## src/rtl/esu_pkg.sv

```systemverilog
package esu_pkg;
    localparam int NCLS    = 7;
    localparam int LERR    = 5;
    localparam int LSTRIDE = 8;
    localparam int DW      = 32;

    typedef enum logic [2:0] {
        CL_CRC  = 3'd0,
        CL_CECC = 3'd1,
        CL_ECC  = 3'd2,
        CL_ID   = 3'd3,
        CL_SPKT = 3'd4,
        CL_SYNC = 3'd5,
        CL_FIFO = 3'd6
    } err_cls_e;

    typedef enum logic [2:0] {
        RA_GSTS = 3'd0,
        RA_GEN  = 3'd1,
        RA_GCLR = 3'd2,
        RA_LSTS = 3'd3,
        RA_LEN  = 3'd4,
        RA_LCLR = 3'd5,
        RA_CAPA = 3'd6,
        RA_CAPB = 3'd7
    } reg_addr_e;

    localparam int GPOS [NCLS] = '{24, 26, 25, 27, 28, 30, 21};

    function automatic logic [DW-1:0] glb_expand(input logic [NCLS-1:0] e);
        logic [DW-1:0] r;
        r = '0;
        for (int i = 0; i < NCLS; i++) r[GPOS[i]] = e[i];
        return r;
    endfunction

    function automatic logic [DW-1:0] glb_mask();
        return glb_expand('1);
    endfunction

    function automatic logic [DW-1:0] lane_mask(input int lanes);
        logic [DW-1:0] r;
        r = '0;
        for (int l = 0; l < lanes; l++)
            for (int k = 0; k < LERR; k++) r[l*LSTRIDE+k] = 1'b1;
        return r;
    endfunction
endpackage

```

## src/rtl/esu_flag_bank.sv

```systemverilog
module esu_flag_bank #(
    parameter int                  W    = 32,
    parameter logic [W-1:0]        MASK = '1
) (
    input  logic         clk,
    input  logic         rst_n,
    input  logic [W-1:0] set_i,
    input  logic         clr_we,
    input  logic         en_we,
    input  logic [W-1:0] wdata,
    output logic [W-1:0] sts_o,
    output logic [W-1:0] en_o
);
    logic [W-1:0] sts_q, en_q, clr_bits, sts_d;

    assign clr_bits = clr_we ? wdata : '0;
    // event wins over clear: set applied after clear
    assign sts_d    = ((sts_q & ~clr_bits) | set_i) & MASK;

    always_ff @(posedge clk or negedge rst_n) begin
        if (!rst_n) begin
            sts_q <= '0;
            en_q  <= '0;
        end else begin
            sts_q <= sts_d;
            if (en_we) en_q <= wdata & MASK;
        end
    end

    assign sts_o = sts_q;
    assign en_o  = en_q;
endmodule

```

## src/rtl/esu_capture.sv

```systemverilog
module esu_capture #(
    parameter int NCLS = 7,
    parameter int VC_W = 2,
    parameter int DT_W = 6
) (
    input  logic            clk,
    input  logic            rst_n,
    input  logic [NCLS-1:0] first_i,
    input  logic [VC_W-1:0] vc_i,
    input  logic [DT_W-1:0] dt_i,
    output logic [31:0]     cap_a_o,
    output logic [31:0]     cap_b_o
);
    import esu_pkg::*;
    localparam int SLOT  = 8;
    localparam int SW    = VC_W + DT_W;
    localparam int NSLOT = 3;
    localparam int SLOT_CLS [NSLOT] = '{int'(CL_CRC), int'(CL_CECC), int'(CL_ID)};
    localparam int SYNC_VC_LSB = 18;

    for (genvar s = 0; s < NSLOT; s++) begin : g_slot
        logic [SW-1:0] q;
        always_ff @(posedge clk or negedge rst_n) begin
            if (!rst_n)                    q <= '0;
            else if (first_i[SLOT_CLS[s]]) q <= {vc_i, dt_i};
        end
        assign cap_a_o[s*SLOT +: SW] = q;
        if (SW < SLOT) begin : g_pad
            assign cap_a_o[s*SLOT+SW +: SLOT-SW] = '0;
        end
    end
    assign cap_a_o[31:NSLOT*SLOT] = '0;

    logic [SW-1:0]   spkt_q;
    logic [VC_W-1:0] sync_q;
    always_ff @(posedge clk or negedge rst_n) begin
        if (!rst_n) begin
            spkt_q <= '0;
            sync_q <= '0;
        end else begin
            if (first_i[CL_SPKT]) spkt_q <= {vc_i, dt_i};
            if (first_i[CL_SYNC]) sync_q <= vc_i;
        end
    end

    always_comb begin
        cap_b_o = '0;
        cap_b_o[SW-1:0] = spkt_q;
        cap_b_o[SYNC_VC_LSB +: VC_W] = sync_q;
    end
endmodule

```

## src/rtl/err_status_unit.sv

```systemverilog
module err_status_unit #(
    parameter int LANES  = 2,
    parameter int VC_W   = 2,
    parameter int DT_W   = 6,
    parameter int ADDR_W = 3
) (
    input  logic                          clk,
    input  logic                          rst_n,
    input  logic [esu_pkg::NCLS-1:0]      glb_evt,
    input  logic [VC_W-1:0]               evt_vc,
    input  logic [DT_W-1:0]               evt_dt,
    input  logic [LANES*esu_pkg::LERR-1:0] lane_evt,
    input  logic                          reg_wr,
    input  logic [ADDR_W-1:0]             reg_addr,
    input  logic [31:0]                   reg_wdata,
    output logic [31:0]                   reg_rdata,
    output logic                          irq
);
    import esu_pkg::*;
    localparam int LANE_USED = LANES * LSTRIDE;
    localparam logic [31:0] GMASK = glb_mask();
    localparam logic [31:0] LMASK = lane_mask(LANES);

    logic [31:0] gset, lset, gsts, gen, lsts, len, cap_a, cap_b;
    logic [NCLS-1:0] first_evt;
    logic irq_q;

    assign gset = glb_expand(glb_evt);

    for (genvar l = 0; l < LANES; l++) begin : g_lane
        assign lset[l*LSTRIDE +: LERR] = lane_evt[l*LERR +: LERR];
        assign lset[l*LSTRIDE+LERR +: LSTRIDE-LERR] = '0;
    end
    if (LANE_USED < 32) begin : g_lpad
        assign lset[31:LANE_USED] = '0;
    end

    for (genvar c = 0; c < NCLS; c++) begin : g_first
        assign first_evt[c] = glb_evt[c] & ~gsts[GPOS[c]];
    end

    esu_flag_bank #(.W(32), .MASK(GMASK)) u_gbank (
        .clk(clk), .rst_n(rst_n), .set_i(gset),
        .clr_we(reg_wr && reg_addr == ADDR_W'(RA_GCLR)),
        .en_we(reg_wr && reg_addr == ADDR_W'(RA_GEN)),
        .wdata(reg_wdata), .sts_o(gsts), .en_o(gen)
    );

    esu_flag_bank #(.W(32), .MASK(LMASK)) u_lbank (
        .clk(clk), .rst_n(rst_n), .set_i(lset),
        .clr_we(reg_wr && reg_addr == ADDR_W'(RA_LCLR)),
        .en_we(reg_wr && reg_addr == ADDR_W'(RA_LEN)),
        .wdata(reg_wdata), .sts_o(lsts), .en_o(len)
    );

    esu_capture #(.NCLS(NCLS), .VC_W(VC_W), .DT_W(DT_W)) u_cap (
        .clk(clk), .rst_n(rst_n), .first_i(first_evt),
        .vc_i(evt_vc), .dt_i(evt_dt), .cap_a_o(cap_a), .cap_b_o(cap_b)
    );

    always_ff @(posedge clk or negedge rst_n) begin
        if (!rst_n) irq_q <= 1'b0;
        else        irq_q <= (|(gsts & gen)) | (|(lsts & len));
    end
    assign irq = irq_q;

    always_comb begin
        case (reg_addr)
            ADDR_W'(RA_GSTS): reg_rdata = gsts;
            ADDR_W'(RA_GEN):  reg_rdata = gen;
            ADDR_W'(RA_LSTS): reg_rdata = lsts;
            ADDR_W'(RA_LEN):  reg_rdata = len;
            ADDR_W'(RA_CAPA): reg_rdata = cap_a;
            ADDR_W'(RA_CAPB): reg_rdata = cap_b;
            default:          reg_rdata = '0;
        endcase
    end
endmodule

```

## config.mk

```make
export PLATFORM = sky130hd
export DESIGN_NAME = err_status_unit
export DESIGN_NICKNAME = d
export VERILOG_FILES = /design/src/rtl/esu_pkg.sv /design/src/rtl/esu_flag_bank.sv /design/src/rtl/esu_capture.sv /design/src/rtl/err_status_unit.sv
export SDC_FILE = /design/constraint.sdc
export NUM_CORES = 1
export LEC_CHECK = 0
export BUFFER_PORTS_ARGS = -buffer_cell sky130_fd_sc_hd__buf_2
export CAP_MARGIN = 20
export CORE_MARGIN = 3
export CORE_UTILIZATION = 50
export DETAILED_ROUTE_END_ITERATION = 6
export GPL_TIMING_DRIVEN = 0
export PLACE_DENSITY = 0.78
export SLEW_MARGIN = 15
export SYNTH_ARGS = -nofsm -noshare
export SYNTH_HDL_FRONTEND = slang
export SYNTH_SLANG_ARGS = --single-unit
```

## constraint.sdc

```tcl
create_clock -name clk -period 1.64 [get_ports clk]
set_clock_uncertainty 0.1 [all_clocks]
set_input_delay 0.246 -clock clk [delete_from_list [all_inputs] [get_ports clk]]
set_output_delay 0.246 -clock clk [all_outputs]
set_load 0.01 [all_outputs]
```

==> impl_metrics.env, run 1 <==
export IMPL_drt_total_wl_mm=8.00
export IMPL_whs_endpoint="u_gbank.en_o[26]$_DFFE_PN0P_"
export IMPL_tns_ns=0
export IMPL_rows=28
export IMPL_antenna_found_initial=0
export IMPL_hold_ws_ns=0.0381
export IMPL_ys_seq_area_share_pct=52.9
export IMPL_route_vias_total=2477
export IMPL_r2r_setup_slack_ns=0.17
export IMPL_postRouteAntennaNets=0
export IMPL_firstDrtPassIters=5
export IMPL_ys_ff_latch=69
export IMPL_final_area_sq_um=4160
export IMPL_reg2reg_from="u_gbank.sts_o[26]$_DFF_PN0_"
export IMPL_setup_slack_ns=0.0307
export IMPL_placed_cell_area_sq_um=3770
export IMPL_worstHoldPathCells=2
export IMPL_place_hpwl_mm=5.57
export IMPL_path_class="primary input to primary output"
export IMPL_worst_setup_path_start_kind="primary input"
export IMPL_grt_overflow=0
export IMPL_die_width_um=86.8
export IMPL_fmax_ghz=0.621
export IMPL_crit_fanout=10
export IMPL_drc=0
export IMPL_min_from="reg_wdata[26]"
export IMPL_diodes=0
export IMPL_cts_tree="built"
export IMPL_ir_worst_vdd_v=0.000675
export IMPL_post_route_period_util_pct=98.1
export IMPL_grt_pass1_vias=2511
export IMPL_synth_area_sq_um=3260
export IMPL_rsz0062_at_grt="true"
export IMPL_ys_warn_count=0
export IMPL_cp_end_kind="primary output"
export IMPL_path_clk_slew_ns=0.07
export IMPL_cts_root_buf="clkbuf_8"
export IMPL_clk_path_buf_depth=2
export IMPL_hold_class="primary input to register"
export IMPL_htreeDepth=3
export IMPL_grt_max_degree=56
export IMPL_power_density_nw_per_um2=1080
export IMPL_drt_initial_drc_count=152
export IMPL_cts_buffers=9
export IMPL_die_y_um=86.8
export IMPL_fin_crit_ns=1.61
export IMPL_io_buffers=76
export IMPL_slew_viol_final=0
export IMPL_setup_viol=0
export IMPL_drive_above_1_share_pct=43.2
export IMPL_final_nets=434
export IMPL_synth_cell_types=31
export IMPL_syn_inst=265
export IMPL_routedWlPerCell_um=17.8
export IMPL_critPathRequiredTime_ns=1.29
export IMPL_start_util_pct=53.2
export IMPL_worstPathArrival_ns=1.26
export IMPL_cap_violations=0
export IMPL_coreArea_sq_um=6130
export IMPL_hold_viol=0
export IMPL_synthToLayoutAreaGrowth_pct=27.4
export IMPL_gp_congestion=0.761
export IMPL_dp_slack_ns=-0.0760
export IMPL_cts_sinks=69
export IMPL_status="completed"
export IMPL_postSynthAreaPerCell_sq_um=12.3
export IMPL_p_leak_nw=1.97
export IMPL_clkLatencyLatePin_ns=0.35
export IMPL_grt_pass1_wl_mm=12.7
export IMPL_vias_per_cell=5.50
export IMPL_io_pin_count=96
export IMPL_dieArea_sq_um=7530
export IMPL_worst_r2r_path_depth=4
export IMPL_grt_util_all_layers_pct=22.7
export IMPL_r2r_end="irq$_DFF_PN0_"
worst max path at each step:
stage | start | to | slack (ns) | cells after the start
2_1_floorplan | reg_addr[1] | reg_rdata[21] | 0.13 | 6
3_3_place_gp | rst_n | u_gbank.en_o[26]$_DFFE_PN0P_ | -0.09 | 1
3_5_place_dp | reg_addr[1] | reg_rdata[21] | -0.08 | 7
4_1_cts | reg_addr[1] | reg_rdata[10] | 0.03 | 5
5_1_grt | u_gbank.sts_o[21]$_DFF_PN0_ | reg_rdata[21] | -0.03 | 5
6_report | reg_addr[2] | reg_rdata[20] | 0.03 | 5
power breakdown:
group / total, mW / switching [mW] / internal [mW] / leakage (nW)
sequential: 2.23 / 0.202 / 2.03 / 0.774
combinational: 0.855 / 0.352 / 0.503 / 1.10
clock: 1.38 / 0.601 / 0.780 / 0.0968
Yosys cell counts, drive strengths merged:
| cell | instances | area [sq um] |
|---|---|---|
| a21o | 17 | 128 |
| a221oi | 2 | 17.5 |
| a222oi | 1 | 10.0 |
| a22o | 1 | 8.76 |
| a22oi | 4 | 30.0 |
| a31oi | 1 | 6.26 |
| and2 | 1 | 6.26 |
| and2b | 1 | 7.51 |
| and3 | 9 | 56.3 |
| and4b | 1 | 10.0 |
| buf | 15 | 100 |
| clkbuf | 3 | 11.3 |
| conb | 1 | 3.75 |
| dfrtp | 69 | 1730 |
| inv | 1 | 3.75 |
| mux2 | 51 | 586 |
| mux2i | 26 | 260 |
| nand2 | 26 | 97.6 |
| nand2b | 1 | 6.26 |
| nand3 | 1 | 5.00 |
| nor2 | 13 | 48.8 |
| nor2b | 5 | 31.3 |
| nor3b | 2 | 25.0 |
| nor4bb | 1 | 10.0 |
| o21ai | 6 | 30.0 |
| o22ai | 5 | 31.3 |
| or2 | 1 | 6.26 |
final cells by class:
class                           count  area (sq um)
Fill cell                         484          1970
Sequential cell                    69          1730
Multi-Input combinational cell    178          1440
Timing Repair Buffer               95           591
Clock buffer                       14           163
Buffer                             17           113
Tap cell                           75          93.8
Clock inverter                      1          30.0
Inverter                            1          3.75
placed cells by master (no fill, tap or decap), drive strengths merged, types with 2 or more instances in the layout:
cell type,n
nand2,26
o21ai,6
mux2,51
conb,2
a22oi,4
a21o,17
mux2i,26
nor3b,2
nor2,13
buf,91
a221oi,2
o22ai,5
clkbuf,17
dlygate4sd3,18
dfrtp,69
and3,9
nor2b,5
critical path: stages:
cell     delay (ns)
buf_2          0.15
buf_4          0.24
and2b_2        0.27
and3_1         0.21
buf_2          0.14
metal layers:
metal  track usage (%)  part of all wire, %
met1              30.3                   42
met2              35.9                   49
met3              4.09                  6.8
met4              11.2                  2.2
met5                 0                    0
per-stage QoR:
step                      utilization (%)  cells  power [mW]
after global placement               61.0    417        3.03
after detailed placement             61.5    418        3.08
after global routing                 67.8    450        4.69
after CTS                            67.6    450        4.49
after floorplan                         -    266        2.76
final                                67.8    450        4.47
kinds of logic after synthesis:
logic type / Yosys count / synth area share (%)
muxes: 77 / 25.9
DFF: 69 / 52.9
and+or+nand+nor: 62 / 9.51
AOI/OAI and AO/OA: 37 / 8.01
buffers and inverters: 19 / 3.53
other: 1 / 0.115
state kept, by name, indices dropped and copies added (netlist names):
name	count
u_lbank.en_o	10
irq	1
u_cap.g_slot.q	24
u_cap.sync_q	2
u_cap.spkt_q	8
u_lbank.sts_o	10
u_gbank.en_o	7
u_gbank.sts_o	7
what timing repair did:
| action | in CTS | in global routing |
|---|---|---|
| setup buffers | 0 | 0 |
| gates resized for setup | 4 | 3 |
| hold buffers | 18 | 0 |
| hold endpoints to repair | 86 | 0 |
| endpoints found under the setup margin | 12 | 10 |
Note: power is estimated with default switching activity, not from simulation.
==> inputs of run 2 (changes only) <==
--- a/config.mk
+++ b/config.mk
@@ -8,10 +8,10 @@
 export BUFFER_PORTS_ARGS = -buffer_cell sky130_fd_sc_hd__buf_2
 export CAP_MARGIN = 20
 export CORE_MARGIN = 3
-export CORE_UTILIZATION = 50
+export CORE_UTILIZATION = 52
 export DETAILED_ROUTE_END_ITERATION = 6
 export GPL_TIMING_DRIVEN = 0
-export PLACE_DENSITY = 0.78
+export PLACE_DENSITY = 0.8
 export SLEW_MARGIN = 15
 export SYNTH_ARGS = -nofsm -noshare
 export SYNTH_HDL_FRONTEND = slang
==> run 2 against run 1 <==
- worst setup slack better by 0.040 ns
- flip-flop and latch count did not move
- global-route usage rose by 0.99 points
- critical endpoint is now reg_rdata[10]
==> impl_metrics.env, run 2 (same netlist as run 1, synthesis figures left out) <==
export IMPL_status="completed"
export IMPL_drive_above_1_share_pct=43.8
export IMPL_cts_sinks=69
export IMPL_worstHoldPathCells=2
export IMPL_final_cell_mix="buf_2 (82), dfrtp_1 (69), mux2_2 (48)"
export IMPL_grt_overflow=0
export IMPL_cp_end_kind="primary output"
export IMPL_tns_ns=0
export IMPL_cap_violations=0
export IMPL_worst_r2r_path_depth=4
export IMPL_die_width_um=85.2
export IMPL_clk_path_buf_depth=2
export IMPL_firstDrtPassIters=5
export IMPL_instances_no_fill=447
export IMPL_antenna_found_initial=0
export IMPL_io_pin_count=96
export IMPL_fin_crit_ns=1.57
export IMPL_drc=0
export IMPL_slowest_delay_ns=0.24
export IMPL_dieArea_sq_um=7260
export IMPL_power_mw=4.52
export IMPL_postCtsSetupBuffers=0
export IMPL_path_class="primary input to primary output"
export IMPL_hold_class="primary input to register"
export IMPL_coreArea_sq_um=5990
export IMPL_placed_cell_area_sq_um=3760
export IMPL_ir_worst_vdd_v=0.000686
export IMPL_dpl_cell_count=418
export IMPL_postRouteAntennaNets=0
export IMPL_slew_viol_final=0
export IMPL_critPathRequiredTime_ns=1.29
export IMPL_grt_pass1_vias=2609
export IMPL_start_util_pct=54.5
export IMPL_largest_register="u_cap.g_slot.q"
export IMPL_cts_root_buf="clkbuf_8"
export IMPL_hold_viol=0
export IMPL_grt_util_all_layers_pct=23.7
export IMPL_nFillCells=461
export IMPL_io_buffers=76
export IMPL_routedWlPerCell_um=18.2
export IMPL_cpMaxStageDelayCell="nand2_1"
export IMPL_rows=28
export IMPL_power_density_nw_per_um2=1090
export IMPL_cts_buffers=9
export IMPL_crit_chain="buf_2 > nand2_1 > nor2_4 > nand2_1 > o21ai_0 > buf_2"
export IMPL_drt_initial_drc_count=131
export IMPL_route_vias_total=2460
export IMPL_htreeDepth=3
export IMPL_final_nets=432
export IMPL_die_y_um=85.2
export IMPL_p_leak_nw=1.96
export IMPL_vias_per_cell=5.50
export IMPL_path_clk_slew_ns=0.07
export IMPL_rsz0062_at_grt="true"
export IMPL_crit_fanout=8
export IMPL_multi_input_area_sq_um=1440
export IMPL_drt_total_wl_mm=8.12
export IMPL_gp_congestion=0.785
export IMPL_place_hpwl_mm=5.75
export IMPL_final_area_sq_um=4140
export IMPL_worstPathArrival_ns=1.22
export IMPL_grt_pass1_wl_mm=13.1
export IMPL_clkLatencyLatePin_ns=0.34
export IMPL_cts_tree="built"
export IMPL_seqCellArea_sq_um=1730
export IMPL_largest_reg_flops=24
export IMPL_hold_ws_ns=0.00856
export IMPL_diodes=0
export IMPL_synthToLayoutAreaGrowth_pct=26.7
export IMPL_grt_max_degree=41
export IMPL_post_route_period_util_pct=95.7
export IMPL_fmax_ghz=0.637
export IMPL_worst_setup_path_start_kind="primary input"
export IMPL_setup_viol=0
export IMPL_layout_commonest_cell="buf_2"
==> run 2: cell count changes in the layout (fill, tap and decap cells not counted), sizes merged <==
| cell | change |
|---|---|
| clkbuf | -1 |
| dlygate4sd3 | -2 |
==> run 2: routing by layer <==
| layer | global-route usage [%] | share of wire [%] | vias to the layer above |
|---|---|---|---|
| met2 | 40.7 | 50 | 91 |
| li1 | - | - | 1145 |
| met4 | 9.64 | 1.3 | 0 |
| met3 | 3.98 | 6.5 | 10 |
| met1 | 29.8 | 42 | 1214 |
| met5 | 0 | 0 | - |
==> run 2: final timing paths <==
kind | startpoint | endpoint | slack (ns)
setup / recovery | reg_addr[1] | reg_rdata[10] | 0.07
hold / removal | glb_evt[0] | u_gbank.sts_o[24]$_DFF_PN0_ | 0.009
max in group asynchronous | rst_n | u_cap.g_slot[2].q[5]$_DFFE_PN0P_ | 0.63
setup reg to reg | u_lbank.sts_o[8]$_DFF_PN0_ | irq$_DFF_PN0_ | 0.20
min in group asynchronous | rst_n | u_lbank.sts_o[1]$_DFF_PN0_ | 0.27
hold reg to reg | u_cap.g_slot[2].q[4]$_DFFE_PN0P_ | u_cap.g_slot[2].q[4]$_DFFE_PN0P_ | 0.40
==> run 2: worst max-delay path, delay by kind of cell <==
kind | cells | cell delay [ns]
and+or+nand+nor | 3 | 0.53
buffers and inverters | 2 | 0.34
AOI/OAI and AO/OA | 1 | 0.11
==> run 2: through the flow <==
| stage | utilization (%) | setup slack, ns |
|---|---|---|
| after floorplan | - | 0.126 |
| after global placement | 62.4 | -0.100 |
| after detailed placement | 62.8 | -0.0734 |
| after CTS | 68.8 | 0.0289 |
| after global routing | 69.0 | -0.00821 |
| final | 69.0 | 0.0707 |
==> run 2: final cells by class <==
| class | instances | share of cell area [%] |
|---|---|---|
| buffer | 17 | 2.72 |
| clock buffer | 13 | 4.08 |
| clock inverter | 1 | 0.726 |
| inverter | 1 | 0.0908 |
| multi-input combinational | 178 | 34.7 |
| sequential | 69 | 41.8 |
| tap | 75 | 2.27 |
| timing repair buffer | 93 | 13.6 |
==> run 2: power by group <==
| part | internal (mW) | total, mW | switching, mW |
|---|---|---|---|
| Sequential | 2.03 | 2.24 | 0.213 |
| Combinational | 0.499 | 0.858 | 0.359 |
| Clock | 0.812 | 1.41 | 0.603 |
==> run 2: timing repair <==
item,CTS,global route
pin swaps,0,2
gates resized for setup,3,4
hold endpoints to repair,44,0
hold buffers,16,0
endpoints found under the setup margin,8,16
==> inputs of run 3 (changes only) <==
--- a/config.mk
+++ b/config.mk
@@ -5,13 +5,15 @@
 export SDC_FILE = /design/constraint.sdc
 export NUM_CORES = 1
 export LEC_CHECK = 0
+export ABC_AREA = 1
 export BUFFER_PORTS_ARGS = -buffer_cell sky130_fd_sc_hd__buf_2
 export CAP_MARGIN = 20
 export CORE_MARGIN = 3
 export CORE_UTILIZATION = 52
 export DETAILED_ROUTE_END_ITERATION = 6
 export GPL_TIMING_DRIVEN = 0
-export PLACE_DENSITY = 0.8
+export PLACE_DENSITY = 0.79
+export RECOVER_POWER = 50
 export SLEW_MARGIN = 15
 export SYNTH_ARGS = -nofsm -noshare
 export SYNTH_HDL_FRONTEND = slang
==> run 3 against run 2 <==
- cell area grew 4.7%
- sequential share of layout area down 1.9 points
- worst setup slack improved by 0.0069 ns
- wire length rose by 13%
- synthesized area grew 6.0%
- critical endpoint is now reg_rdata[1]
- largest cell class unchanged
==> impl_metrics.env, run 3 <==
export IMPL_clk_path_buf_depth=2
export IMPL_worst_pin_slew_ns=0.764
export IMPL_min_from="glb_evt[1]"
export IMPL_fin_crit_ns=1.56
export IMPL_synth_edf_count=0
export IMPL_postRouteAntennaNets=0
export IMPL_cp_common_cell="nand2_1"
export IMPL_cpMaxStageDelayCell="nor2_4"
export IMPL_tns_ns=0
export IMPL_fmax_ghz=0.640
export IMPL_cts_sinks=69
export IMPL_clkLatencyLatePin_ns=0.34
export IMPL_synth_top_flop_cell="dfrtp_1"
export IMPL_synth_top_family_by_area="simple AND/OR/NAND/NOR gates"
export IMPL_hold_viol=0
export IMPL_postSynthAreaPerCell_sq_um=7.50
export IMPL_post_route_period_util_pct=95.3
export IMPL_final_area_sq_um=4330
export IMPL_io_pin_count=96
export IMPL_crit_chain="buf_6 > nor2_4 > nand2_1 > inv_2 > buf_6 > nand2_1 > nand2_1 > inv_1 > nand2_1 > buf_2"
export IMPL_synth_cell_types=23
export IMPL_synthTopCellsByCount="nand2_1 (173), dfrtp_1 (69), inv_1 (62)"
export IMPL_reg2reg_from="u_gbank.sts_o[26]$_DFF_PN0_"
export IMPL_cap_violations=0
export IMPL_grt_pass1_wl_mm=15.0
export IMPL_synth_top_cell_by_area="dfrtp_1"
export IMPL_ys_ff_latch=69
export IMPL_worstPathArrival_ns=1.22
export IMPL_synth_xor_area_share_pct=0
export IMPL_synth_compound_area_share_pct=6.55
export IMPL_setup_slack_ns=0.0775
export IMPL_yosysMostFrequentCell="nand2_1"
export IMPL_antenna_found_initial=0
export IMPL_hold_ws_ns=0.00877
export IMPL_synth_area_leaders="dfrtp_1 (50%), nand2_1 (19%), inv_1 (6.7%)"
export IMPL_power_density_nw_per_um2=1060
export IMPL_synthToLayoutAreaGrowth_pct=25.1
export IMPL_place_hpwl_mm=6.52
export IMPL_rsz0062_at_grt="false"
export IMPL_grt_max_degree=41
export IMPL_ys_warn_count=0
export IMPL_final_cell_mix="nand2_1 (173), buf_2 (76), dfrtp_1 (69)"
export IMPL_p_leak_nw=2.42
export IMPL_crit_buf_inv=5
export IMPL_drt_initial_drc_count=202
export IMPL_drt_total_wl_mm=9.14
export IMPL_crit_fanout=9
export IMPL_synthSimpleGateAreaFrac_pct=32.0
export IMPL_ys_seq_area_share_pct=49.9
export IMPL_dieArea_sq_um=7670
export IMPL_slowest_delay_ns=0.15
export IMPL_die_width_um=87.6
export IMPL_syn_inst=461
export IMPL_dp_slack_ns=0.00143
export IMPL_path_clk_slew_ns=0.08
export IMPL_cts_root_buf="clkbuf_8"
export IMPL_grt_overflow=0
export IMPL_synth_fa_ha_area_share_pct=0
export IMPL_dpl_cell_count=614
export IMPL_status="completed"
export IMPL_largest_reg_flops=24
export IMPL_path_class="primary input to primary output"
export IMPL_layout_commonest_cell="nand2_1"
export IMPL_slew_viol_final=0
export IMPL_placed_cell_area_sq_um=3950
export IMPL_diodes=0
export IMPL_synth_top_area_share_pct=49.9
export IMPL_async_flop_share_pct=100
export IMPL_whs_endpoint="u_gbank.sts_o[26]$_DFF_PN0_"
export IMPL_coreArea_sq_um=6390
export IMPL_largest_register="u_cap.g_slot.q"
export IMPL_r2r_end="u_cap.g_slot[1].q[4]$_DFFE_PN0P_"
export IMPL_vias_per_cell=5.19
export IMPL_io_buffers=74
export IMPL_final_nets=628
export IMPL_cts_buffers=9
export IMPL_cts_tree="built"
export IMPL_die_y_um=87.6
export IMPL_worst_r2r_path_depth=4
export IMPL_cp_end_kind="primary output"
export IMPL_routedWlPerCell_um=14.1
export IMPL_rows=29
export IMPL_worstHoldPathCells=3
export IMPL_drive_above_1_share_pct=21.1
export IMPL_maxSlewHeadroom_pct=49.0
export IMPL_synth_area_sq_um=3460
export IMPL_firstDrtPassIters=5
export IMPL_hold_class="primary input to register"
export IMPL_nFillCells=533
export IMPL_critPathRequiredTime_ns=1.29
export IMPL_ir_worst_vdd_v=0.000656
export IMPL_yosys_mux_area_fraction_pct=0
export IMPL_r2r_setup_slack_ns=0.19
export IMPL_setup_viol=0
export IMPL_route_vias_total=3357
export IMPL_htreeDepth=3
export IMPL_worst_setup_path_start_kind="primary input"
export IMPL_grt_pass1_vias=3177
export IMPL_drc=0
export IMPL_start_util_pct=54.2
export IMPL_instances_no_fill=647
export IMPL_grt_util_all_layers_pct=25.2
export IMPL_gp_congestion=0.920
export IMPL_critPathTopFamily="buffers and inverters"
[run 3: kinds of logic after synthesis]
| group | Yosys count |
|---|---|
| DFF | 69 |
| buffers and inverters | 88 |
| and+or+nand+nor | 258 |
| AOI/OAI and AO/OA | 45 |
| other | 1 |
[run 3: final cells by class]
type                       count  area (sq um)  share of cell area [%]
clock buffer                   9           124                    2.86
multi-input combinational    305          1350                    31.1
inverter                      67           254                    5.87
clock inverter                 7          98.8                    2.28
tap                           77          96.3                    2.23
sequential                    69          1730                    39.9
buffer                        21           141                    3.27
timing repair buffer          92           542                    12.5
[run 3: metrics by stage]
step | total power [mW] | utilization, %
6_report | 4.57 | 67.8
5_1_grt | 4.85 | 67.8
4_1_cts | 4.58 | 67.3
3_5_place_dp | 3.01 | 61.9
3_3_place_gp | 2.96 | 61.5
2_1_floorplan | 2.69 | -
[run 3: how the worst max path moves through the flow]
| stage | startpoint | end | cells past startpoint |
|---|---|---|---|
| finish | reg_addr[0] | reg_rdata[1] | 10 |
| global placement | rst_n | u_cap.g_slot[1].q[5]$_DFFE_PN0P_ | 1 |
| global route | reg_addr[0] | reg_rdata[0] | 10 |
| floorplan | reg_addr[2] | reg_rdata[24] | 7 |
| CTS | reg_addr[2] | reg_rdata[1] | 6 |
| detailed placement | reg_addr[2] | reg_rdata[0] | 8 |
[run 3: routing by layer]
layer	global-route usage, %	share of wire (%)	vias up
met3	4.70	7.5	13
met1	35.7	44	1572
met4	6.69	1.1	0
li1	-	-	1636
met5	0	0	-
met2	40.3	47	136
[run 3: power by group]
group          total, mW  internal, mW  switching [mW]  leakage, nW
Sequential          2.18          2.00           0.180        0.808
Clock               1.55         0.864           0.690        0.110
Combinational      0.835         0.338           0.497         1.50
[run 3: timing repair]
item                                    4_1_cts  5_1_grt
hold endpoints to repair                     40        2
buffers inserted                              0        2
endpoints found under the setup margin        1       12
pin swaps                                     0        0
resized for setup                             1        2
cloned                                        0        1
hold buffers                                 12        2
[run 3: worst register-to-register path, stage by stage, from the launching register on]
cell and delay, ns:
dfrtp_1 0.38, inv_1 0.06, nand2_1 0.25, clkbuf_1 0.37, o21ai_0 0.16
